## src/rtl/seg_lane_pkg.sv

```systemverilog
package seg_lane_pkg;

    localparam int OFS_W     = 16;
    localparam int SEG_W     = 16;
    localparam int SEG_SHIFT = 4;
    localparam int PA_W      = 20;
    localparam int DW        = 16;
    localparam int BYTE_W    = 8;
    localparam int LANES     = DW / BYTE_W;

    typedef enum logic [1:0] {
        KIND_FETCH = 2'b00,
        KIND_STACK = 2'b01,
        KIND_DATA  = 2'b10,
        KIND_DATA2 = 2'b11
    } acc_kind_e;

    typedef enum logic [1:0] {
        PH_IDLE,
        PH_FIRST,
        PH_SECOND,
        PH_FIN
    } phase_e;

    typedef struct packed {
        logic             we;
        logic             wide;
        logic [SEG_W-1:0] seg;
        logic [OFS_W-1:0] ofs;
        logic [DW-1:0]    wdata;
    } job_t;

    typedef struct packed {
        logic [PA_W-1:0]  addr;
        logic [LANES-1:0] be;
        logic [DW-1:0]    wdata;
    } beat_t;

    function automatic logic [PA_W-1:0] phys_addr(input logic [SEG_W-1:0] seg,
                                                  input logic [OFS_W-1:0] ofs);
        logic [PA_W-1:0] base;
        logic [PA_W-1:0] disp;
        base = {seg, {SEG_SHIFT{1'b0}}};
        disp = {{(PA_W-OFS_W){1'b0}}, ofs};
        return base + disp;
    endfunction

    function automatic logic needs_split(input job_t j);
        return j.wide & j.ofs[0];
    endfunction

endpackage

```

## src/rtl/seg_lane_pick.sv

```systemverilog
module seg_lane_pick
    import seg_lane_pkg::*;
(
    input  logic [1:0]       kind,
    input  logic [SEG_W-1:0] seg_code,
    input  logic [SEG_W-1:0] seg_stack,
    input  logic [SEG_W-1:0] seg_data,
    output logic [SEG_W-1:0] seg_sel
);
    always_comb begin
        unique case (acc_kind_e'(kind))
            KIND_FETCH: seg_sel = seg_code;
            KIND_STACK: seg_sel = seg_stack;
            default:    seg_sel = seg_data;
        endcase
    end
endmodule

```

## src/rtl/seg_lane_beat.sv

```systemverilog
module seg_lane_beat
    import seg_lane_pkg::*;
(
    input  seg_lane_pkg::job_t  job,
    input  logic                second,
    output seg_lane_pkg::beat_t beat
);
    logic [OFS_W-1:0] ofs_eff;
    logic [BYTE_W-1:0] lo_b;
    logic [BYTE_W-1:0] hi_b;

    assign lo_b    = job.wdata[BYTE_W-1:0];
    assign hi_b    = job.wdata[DW-1:BYTE_W];
    // the +1 stays inside the 16-bit offset, so it wraps within the segment
    assign ofs_eff = second ? job.ofs + OFS_W'(1) : job.ofs;

    always_comb begin
        beat.addr = phys_addr(job.seg, ofs_eff);
        if (second) begin
            beat.be    = 2'b01;
            beat.wdata = {{BYTE_W{1'b0}}, hi_b};
        end else if (job.wide && !job.ofs[0]) begin
            beat.be    = 2'b11;
            beat.wdata = job.wdata;
        end else begin
            beat.be    = job.ofs[0] ? 2'b10 : 2'b01;
            beat.wdata = {lo_b, lo_b};
        end
    end
endmodule

```

## src/rtl/seg_lane_merge.sv

```systemverilog
module seg_lane_merge
    import seg_lane_pkg::*;
(
    input  seg_lane_pkg::job_t job,
    input  logic               second,
    input  logic [DW-1:0]      hold,
    input  logic [DW-1:0]      rdata,
    output logic [DW-1:0]      merged
);
    logic [BYTE_W-1:0] lane_lo;
    logic [BYTE_W-1:0] lane_hi;

    assign lane_lo = rdata[BYTE_W-1:0];
    assign lane_hi = rdata[DW-1:BYTE_W];

    always_comb begin
        if (second)
            merged = {lane_lo, hold[BYTE_W-1:0]};
        else if (job.wide && !job.ofs[0])
            merged = rdata;
        else if (job.wide)
            merged = {hold[DW-1:BYTE_W], lane_hi};
        else
            merged = {{BYTE_W{1'b0}}, job.ofs[0] ? lane_hi : lane_lo};
    end
endmodule

```

## src/rtl/seg_lane_bus.sv

```systemverilog
module seg_lane_bus
    import seg_lane_pkg::*;
(
    input  logic             clk,
    input  logic             rst,
    input  logic             cmd_valid,
    input  logic             cmd_write,
    input  logic             cmd_word,
    input  logic [1:0]       cmd_kind,
    input  logic [OFS_W-1:0] cmd_offset,
    input  logic [DW-1:0]    cmd_wdata,
    input  logic [SEG_W-1:0] seg_code,
    input  logic [SEG_W-1:0] seg_stack,
    input  logic [SEG_W-1:0] seg_data,
    output logic             busy,
    output logic             done,
    output logic [DW-1:0]    rd_data,
    output logic             mem_req,
    output logic             mem_we,
    output logic [PA_W-1:0]  mem_addr,
    output logic [LANES-1:0] mem_be,
    output logic [DW-1:0]    mem_wdata,
    input  logic             mem_ready,
    input  logic [DW-1:0]    mem_rdata
);
    phase_e           phase;
    job_t             job;
    logic [DW-1:0]    hold;
    logic [SEG_W-1:0] seg_sel;
    logic             second;
    beat_t            beat;
    logic [DW-1:0]    merged;

    seg_lane_pick i_pick (
        .kind      (cmd_kind),
        .seg_code  (seg_code),
        .seg_stack (seg_stack),
        .seg_data  (seg_data),
        .seg_sel   (seg_sel)
    );

    assign second = (phase == PH_SECOND);

    seg_lane_beat i_beat (
        .job    (job),
        .second (second),
        .beat   (beat)
    );

    seg_lane_merge i_merge (
        .job    (job),
        .second (second),
        .hold   (hold),
        .rdata  (mem_rdata),
        .merged (merged)
    );

    always_ff @(posedge clk) begin
        if (rst) begin
            phase <= PH_IDLE;
            job   <= '0;
            hold  <= '0;
        end else begin
            unique case (phase)
                PH_IDLE: if (cmd_valid) begin
                    job.we    <= cmd_write;
                    job.wide  <= cmd_word;
                    job.seg   <= seg_sel;
                    job.ofs   <= cmd_offset;
                    job.wdata <= cmd_wdata;
                    phase     <= PH_FIRST;
                end
                PH_FIRST: if (mem_ready) begin
                    if (!job.we) hold <= merged;
                    phase <= needs_split(job) ? PH_SECOND : PH_FIN;
                end
                PH_SECOND: if (mem_ready) begin
                    if (!job.we) hold <= merged;
                    phase <= PH_FIN;
                end
                default: phase <= PH_IDLE;
            endcase
        end
    end

    assign mem_req   = (phase == PH_FIRST) || (phase == PH_SECOND);
    assign mem_we    = job.we;
    assign mem_addr  = beat.addr;
    assign mem_be    = beat.be;
    assign mem_wdata = beat.wdata;
    assign busy      = (phase != PH_IDLE);
    assign done      = (phase == PH_FIN);
    assign rd_data   = hold;

endmodule

```

## config.mk

```make
export PLATFORM = sky130hd
export DESIGN_NAME = seg_lane_bus
export DESIGN_NICKNAME = d
export VERILOG_FILES = /design/src/rtl/seg_lane_pkg.sv /design/src/rtl/seg_lane_pick.sv /design/src/rtl/seg_lane_beat.sv /design/src/rtl/seg_lane_merge.sv /design/src/rtl/seg_lane_bus.sv
export SDC_FILE = /design/constraint.sdc
export NUM_CORES = 1
export LEC_CHECK = 0
export ABC_CLOCK_PERIOD_IN_PS = 4880
export BUFFER_PORTS_ARGS = -buffer_cell sky130_fd_sc_hd__buf_2
export CAP_MARGIN = 25
export CORE_ASPECT_RATIO = 1.2
export CORE_UTILIZATION = 30
export CTS_CLUSTER_SIZE = 20
export DETAILED_ROUTE_END_ITERATION = 12
export PLACE_DENSITY = 0.64
export SETUP_SLACK_MARGIN = 0.2
export SKIP_LAST_GASP = 1
export SYNTH_ARGS = -nofsm -noshare
export SYNTH_HDL_FRONTEND = slang
export SYNTH_HIERARCHICAL = 1
export SYNTH_SLANG_ARGS = --single-unit
```

## constraint.sdc

```tcl
create_clock -name clk -period 4.88 [get_ports clk]
set_input_delay 0.244 -clock clk [delete_from_list [all_inputs] [get_ports clk]]
set_output_delay 0.244 -clock clk [all_outputs]
set_load 0.03 [all_outputs]
```

After elaboration in Yosys (flattened, before gate mapping)
Cells that the tools add are included.

storage, ports and cells
  flip-flop bits (word level) = 68
  bits of input ports = 104
  word-level logic and storage cells = 46

operators by class
  $add $sub $neg = 2
  eq/ne operators = 8
  mux-type cells = 14
  bitwise logic cells = 3
  reduce and logical (&&, ||, !) cells = 11

operator list
  cell                     count
  $mux W16                 4
  $mux W18                 2
  $pmux W16 S2             1
  $add A20 B16 Y20         1
  $add A16 B1 Y16 const B  1
  $mux W2                  4
  $mux W8                  1
  $reduce_and A4 Y1        2
  $ne A2 B2 Y1 const B     3
  $pmux W2 S3              1
  $eq A2 B1 Y1 const B     2
  $eq A2 B2 Y1 const B     2
  $logic_not A2 Y1         2
  $ne A3 B1 Y1 const B     1
  $reduce_and A3 Y1        1
  $not A1 Y1               2
  $reduce_and A2 Y1        1
  $reduce_bool A2 Y1       1
  $reduce_or A2 Y1         1
  $and A1 B1 Y1            1
  $logic_and A1 B1 Y1      1
  $logic_not A1 Y1         1
  $logic_or A1 B1 Y1       1
  $mux W1                  1

Longest topological paths before layout
Gate-level depths: netlist of run 1.

  depth after elaboration = 4
  mapped depth = 13

By module
The synthesis of run 1 kept the hierarchy.

modules (own cells, without submodules)
  module          instances  cells each  area each (um2)
  seg_lane_bus    1          312         2,467.4
  seg_lane_beat   1          178         1,255.0
  seg_lane_merge  1          53          346.6
  seg_lane_pick   1          53          344.1

Least setup slack after synthesis of run 1
Ideal clock, no wire load.

  kind = register to output
  start = register phase[0]
  end = output port mem_addr[18]
  arrival = 3.092 ns
  data required time = 4.636 ns
  path slack = 1.544 ns
  stages on the path, launching flop included = 13
  path buffers = 0
  path through = dfxtp_1 -> inv_1 -> ha_1 -> nand4_1 -> nor2_1 -> nand3_1 -> xnor2_1 -> ha_1 -> inv_2 -> or3_4 -> a31oi_4 -> o311ai_2 -> xnor2_1

between the ends
  cells in the longest elaborated chain, start to end = 3

ends and longest elaborated chain
  item                      line                 text
  start: declaration        seg_lane_bus.sv:26   phase_e phase;
  start signal: assignment  seg_lane_bus.sv:75   phase <= needs_split(job) ? PH_SECOND : PH_FIN;
  $eq A2 B2 Y1              seg_lane_bus.sv:42   assign second = (phase == PH_SECOND);
  net second                seg_lane_bus.sv:30   logic second;
  $mux W16                  seg_lane_beat.sv:15  assign ofs_eff = second ? job.ofs + OFS_W'(1) : job.ofs;
  $add A20 B16 Y20          seg_lane_pkg.sv:45   return base + disp;
  end: declaration          seg_lane_bus.sv:20   output logic [PA_W-1:0] mem_addr,

The timed path passes the listed nets, and every way through them passes these cells.

Worst setup path after layout of run 1
  start = register phase[0]
  end = output port mem_addr[19]

The elaborated chain is that of the path after synthesis.

==> results.yml, run 1 <==
cells_and_area:
  fin_cells: 912
  antenna_cells: 0
  fillers: 1536
  syn2layout_area_growth_pct: 26.0
  layout.nets: 860
  final_layout_size_suffix_gt1_share_pct: 26.7
sta:
  slew_headroom_pct: 35.1
  tightest_slew_ps: 969
  period_share_pct: 76.0
  worst_slack_ps: 1170
  final_max_slew_viol_count: 0
  hold_violations: 0
  rsz0062_at_grt: "no"
  fin_skew_ps: 5.00
  min_period_ps: 3710
  max_freq_mhz: 270
  setup_viol: 0
  totalNegativeSetupSlack_ps: 0
clock_tree:
  cts.repair.resized: 0
  path_clk_slew_ps: 60
  htree_levels: 3
  ctsHoldBuffers: 0
  cts_buffer_depth: 2
  post_cts_buffers: 0
  root_buffer: "clkbuf_16"
  cts_sinks: 68
  cts_tree: "yes"
  clock_latency_ps: 320
  numCtsBuffers: 9
yosys:
  synth_cell_type_count: 52
  netlist_top_cells_count: "184 x nand2_1, 76 x a21oi_1, 68 x dfxtp_1"
  synth_top_cell_by_area: "dfxtp_1"
  syn_area_um2: 4410
  postSynthAreaPerCell_um2: 7.40
  synth_most_common_cell: "nand2_1"
  synthCells: 596
  synth_edf_count: 0
  syn_nets: 722
  synth_top_area_share_pct: 30.8
  synth_flop_cell: "dfxtp_1"
  ys_ff_latch: 68
  ys_seq_area_share_pct: 30.8
  synth_area_leaders: "dfxtp_1 31%, nand2_1 16%, mux2i_1 9.3%, a21oi_1 8.6%, ha_1 6.0%"
  async_flop_share_pct: 0
  yosysWarnings: 6
worst_setup_path:
  cp_max_fo: 6
  worstPathRequired_ps: 4640
  worst_ep_arrival_time_ps: 3470
  cp-end-kind: "primary output"
  rrSetupSlack_ps: 2880
  worstSetupPathType: "flip-flop to primary output"
  critPathLaunchType: "flip-flop"
  worst-r2r-cell-count: 7
placed_design:
  placedCellCount: 897
  hpwl_mm: 9.25
  gp_congestion: 0.851
  numPortBuffers: 161
  place_ws_ps: 1490
pwr:
  intPower_mw: 1.43
  pwr-share-clk_pct: 24.2
  power.switching_mw: 1.12
  peakVddDrop_v: 0.000187
  power.density_nw_per_um2: 458
  pwr-share-comb_pct: 46.5
  power_frac_seq_pct: 29.3
  swShare_pct: 43.9
  p_leak_nw: 2.54
global_routing:
  grt_pass1_vias: 4146
  grt_pass1_wl_mm: 20.1
  grt_max_degree: 51
  antenna_found_initial: 0
  grt.total_usage_pct: 16.8
  grt_overflow: 0
drt:
  vias_per_cell: 4.84
  drt-total-wl_mm: 12.6
  drcViolationCount: 0
  vias: 4411
  first_pass_iters: 4
  wl_per_cell_um: 13.9
  dr.first_iter.drc_count: 142
  final_antenna_net_count: 0
min_path:
  hold_path_depth: 3
  hp-class: "input pin to flip-flop"
job:
  max_cap_viol_count: 0
run_status:
  status: "finished clean"
floorplanning:
  dieArea_um2: 15200
  io_pins: 162
  die_height_um: 135
  start_util_pct: 30.7
  die_w_um: 113
  core_um2: 14400
  num_rows: 48
[metrics by stage]
stage	instance area (µm²)	utilization (%)	hold slack (ps)	total power [mW]
final	5560	38.7	155	2.55
after floorplan	4410	-	380	1.62
after global routing	5560	38.7	162	2.73
after detailed placement	5260	36.6	460	1.94
after global placement	5260	36.6	455	1.93
after CTS	5530	38.6	141	2.56
[flip-flops by register name (all words and copies together) (netlist names)]
name     count
mem_we       1
job         49
phase        2
rd_data     16
[cells in the final DEF (no fill, tap or decap), drive strengths merged, types with 3 or more instances in the layout]
cell type  synthesis  layout
mux2i             41      41
inv               16      16
a31oi              4       4
nor2              22      22
o21ai             36      36
xor2               4       4
dfxtp             68      68
xnor2             20      20
nand3              9       9
nor2b              4       4
buf               19     165
mux2               9       9
a21o               3       3
a21oi             76      76
nor3               3       3
nand2            184     184
clkbuf            19      13
nand4              6       6
ha                21      21
[worst paths after layout]
kind / start / end
worst max-delay path: phase[0] / mem_addr[19]
worst min-delay path: cmd_wdata[12] / job[12]
worst max register to register: phase[0] / rd_data[15]
worst min register to register: job[47] / job[47]
[metal layers]
metal / global-route usage, % / vias to the layer above / wire, µm / part of all wire [%]
li1: - / 2288 / - / -
met1: 21.0 / 1999 / 5900 / 47
met2: 29.0 / 115 / 6000 / 47
met3: 3.32 / 9 / 596 / 4.7
met4: 4.74 / 0 / 138 / 1.1
met5: 0 / - / 0 / 0
[power by group through the flow]
stage	sequential, mW	combinational [mW]	clock [mW]
4_1_cts	0.746	1.18	0.633
6_report	0.746	1.18	0.615
3_3_place_gp	0.755	1.17	0
2_1_floorplan	0.775	0.848	0
3_5_place_dp	0.758	1.18	0
5_1_grt	0.760	1.31	0.660
[worst max-delay path: stages (launching register included)]
cell and delay (ps):
dfxtp_1 350, inv_1 130, ha_2 210, nand3_1 110, nor3_1 350, nand2_1 110
xnor2_1 150, ha_1 370, a21oi_1 350, o211ai_1 230, a221oi_2 420, xnor2_1 150
buf_2 210
[cell families (layout without fill, tap and decap cells)]
| kind of cell | after synthesis | in the layout | share of synthesized area, % |
|---|---|---|---|
| flip-flops | 68 | 68 | 30.8 |
| AND/OR/NAND/NOR | 242 | 242 | 22.7 |
| buffers and inverters | 54 | 195 | 6.12 |
| multiplexers | 50 | 50 | 11.6 |
| XOR/XNOR | 24 | 24 | 4.76 |
| adder cells (fa/ha/maj) | 22 | 22 | 6.41 |
| AO/OA/AOI/OAI | 136 | 136 | 17.6 |
[area by class of cell]
cell class / instances / area [µm²] / area share [%]
clock buffers: 13 / 270 / 4.86
clock inverters: 1 / 7.51 / 0.135
inverters: 16 / 60.1 / 1.08
multi-input cells: 474 / 2790 / 50.1
flip-flops and latches: 68 / 1360 / 24.5
well taps: 175 / 219 / 3.94
repair buffers: 165 / 856 / 15.4
Power figures use the tool's default switching activity.
==> inputs of run 2 (changes only) <==
ABC_AREA = 1   (was not set)
ABC_CLOCK_PERIOD_IN_PS = 3400   (was 4880)
PLACE_DENSITY = 0.65   (was 0.64)
clock period = 3.4 ns   (was 4.88 ns; I/O delays follow)
==> results.yml, run 2 <==
run_status:
  status: "finished clean"
global_routing:
  grt.total_usage_pct: 17.8
  grt_pass1_wl_mm: 23.7
  grt_max_degree: 53
  antenna_found_initial: 2
  grt_pass1_vias: 4991
  grt_overflow: 0
yosys:
  synth_top_cell_by_area: "dfxtp_1"
  synth_flop_cell: "dfxtp_1"
  syn_area_um2: 4820
  synth_edf_count: 0
  ys_seq_area_share_pct: 28.2
  async_flop_share_pct: 0
  netlist_top_cells_count: "185 x nand2_1, 158 x nor2_1, 73 x inv_1"
  synthCells: 776
  ys_ff_latch: 68
  synth_cell_type_count: 35
  synth_top_area_share_pct: 28.2
  synth_most_common_cell: "nand2_1"
  syn_nets: 902
  yosysWarnings: 6
  postSynthAreaPerCell_um2: 6.21
  synth_area_leaders: "dfxtp_1 28%, nand2_1 14%, nor2_1 12%, o21ai_0 7.3%, nand3_1 6.6%"
cells_and_area:
  largest_reg_flops: 49
  final_layout_size_suffix_gt1_share_pct: 24.3
  final_common_cell: "nand2_1"
  final_cell_mix: "183 x nand2_1, 157 x buf_2, 156 x nor2_1"
  fin_cells: 1131
  top_register: "job"
  layout.nets: 1045
  syn2layout_area_growth_pct: 24.8
worst_setup_path:
  worst_ep_arrival_time_ps: 2790
  critical_path_buf_inv_count: 3
  worst-r2r-cell-count: 7
  cpMostUsedCell: "nand2_1"
  worstPathRequired_ps: 3230
  critPathLaunchType: "flip-flop"
  cp_max_fo: 4
  slowest_stage: "dfxtp_1"
  cp-end-kind: "primary output"
  worstSetupPathType: "flip-flop to primary output"
  r2r_end: "job[46]"
  slowest_delay_ps: 340
  path_cells: "inv_2, ha_4, nand2_1, nor2_4, nand3_2, nor2_4, nor2_1, nor2_1, ha_1, nand2_1, inv_1, a21oi_1, nand2_2, nand2_1, nand3_1, nand2_1, buf_2"
  cp_top_family: "simple AND/OR/NAND/NOR gates"
  reg2reg_from: "phase[0]"
  rrSetupSlack_ps: 1250
clock_tree:
  path_clk_slew_ps: 60
  numCtsBuffers: 9
  clock_latency_ps: 330
  root_buffer: "clkbuf_16"
  ctsHoldBuffers: 0
  htree_levels: 3
  cts_sinks: 68
  cts_buffer_depth: 2
  cts_tree: "yes"
floorplanning:
  die_w_um: 118
  start_util_pct: 30.8
  dieArea_um2: 16600
  num_rows: 50
  die_height_um: 141
  core_um2: 15600
  io_pins: 162
placed_design:
  hpwl_mm: 10.9
  placedCellCount: 1114
  gp_congestion: 0.899
  numPortBuffers: 161
pwr:
  power.density_nw_per_um2: 782
  p_leak_nw: 3.14
  peakVddDrop_v: 0.000398
drt:
  first_pass_iters: 4
  dr.first_iter.drc_count: 190
  vias_per_cell: 4.64
  wl_per_cell_um: 13.0
  vias: 5253
  drcViolationCount: 0
  final_antenna_net_count: 0
  drt-total-wl_mm: 14.7
sta:
  hold_violations: 0
  rsz0062_at_grt: "no"
  max_freq_mhz: 338
  period_share_pct: 87.1
  fin_skew_ps: 5.42
  slew_headroom_pct: 46.4
  min_period_ps: 2960
  final_max_slew_viol_count: 0
  tightest_slew_ps: 804
  setup_viol: 0
  totalNegativeSetupSlack_ps: 0
min_path:
  min-delay-start: "cmd_offset[8]"
  hold_path_depth: 3
  hp-class: "input pin to flip-flop"
  holdPathEnd: "job[24]"
job:
  max_cap_viol_count: 0
==> run 2: cells by family after synthesis <==
kind of cell               synth area share [%]
buffers and inverters                      12.6
and+or+nand+nor                            38.2
DFF                                        28.2
AOI/OAI and AO/OA                          12.3
xor gates and xnor gates                   2.88
adders and majority gates                  5.87
==> run 2: area by class of cell <==
cell class	count	area [µm²]
Clock inverter	3	15.0
Antenna cell	1	2.50
Inverter	81	317
Tap cell	208	260
Multi-Input combinational cell	592	2940
Fill cell	1754	9620
Sequential cell	68	1360
Clock buffer	11	243
Timing Repair Buffer	167	873
==> run 2: per-stage QoR <==
step           hold WS [ps]  util, %  area (µm²)  total power [mW]  setup WS (ps)
3_5_place_dp            413     36.0        5630              3.81            610
6_report               74.7     38.5        6020              4.71            439
5_1_grt                79.8     38.5        6020              5.09            177
4_1_cts                63.8     37.6        5890              4.67            239
3_3_place_gp            408     36.0        5630              3.80            637
2_1_floorplan           318        -        4820              3.21            695
==> run 2: worst min-delay path: stages <==
cell     delay, ps
buf_2           70
o21ai_1         50
nor2_1          70
==> run 2: what timing repair did <==
item | 4_1_cts | 5_1_grt
setup buffers | 0 | 2
endpoints found under the setup margin | 0 | 12
gates resized for setup | 0 | 28
==> run 2: worst max path at each step <==
| stage | depth (start not counted) | from | slack, ps | end |
|---|---|---|---|---|
| 3_3_place_gp | 14 | phase[0] | 640 | mem_addr[19] |
| 6_report | 17 | phase[0] | 440 | mem_addr[14] |
| 2_1_floorplan | 14 | phase[0] | 690 | mem_addr[12] |
| 5_1_grt | 17 | job[16] | 180 | mem_addr[18] |
| 4_1_cts | 14 | phase[0] | 240 | mem_addr[19] |
| 3_5_place_dp | 14 | phase[0] | 610 | mem_addr[19] |
==> run 2: where the power goes <==
| group | switching (mW) | internal (mW) |
|---|---|---|
| sequential | 0.245 | 1.05 |
| combinational | 1.76 | 0.815 |
| clock | 0.336 | 0.501 |
| total | 2.34 | 2.37 |
==> run 2: per-layer routing <==
layer | track usage [%] | part of all wire (%) | wire length, µm
met5 | 0 | 0.089 | 13
met2 | 32.1 | 49 | 7190
met3 | 4.98 | 6.3 | 921
met1 | 19.4 | 42 | 6170
met4 | 7.49 | 2.5 | 368
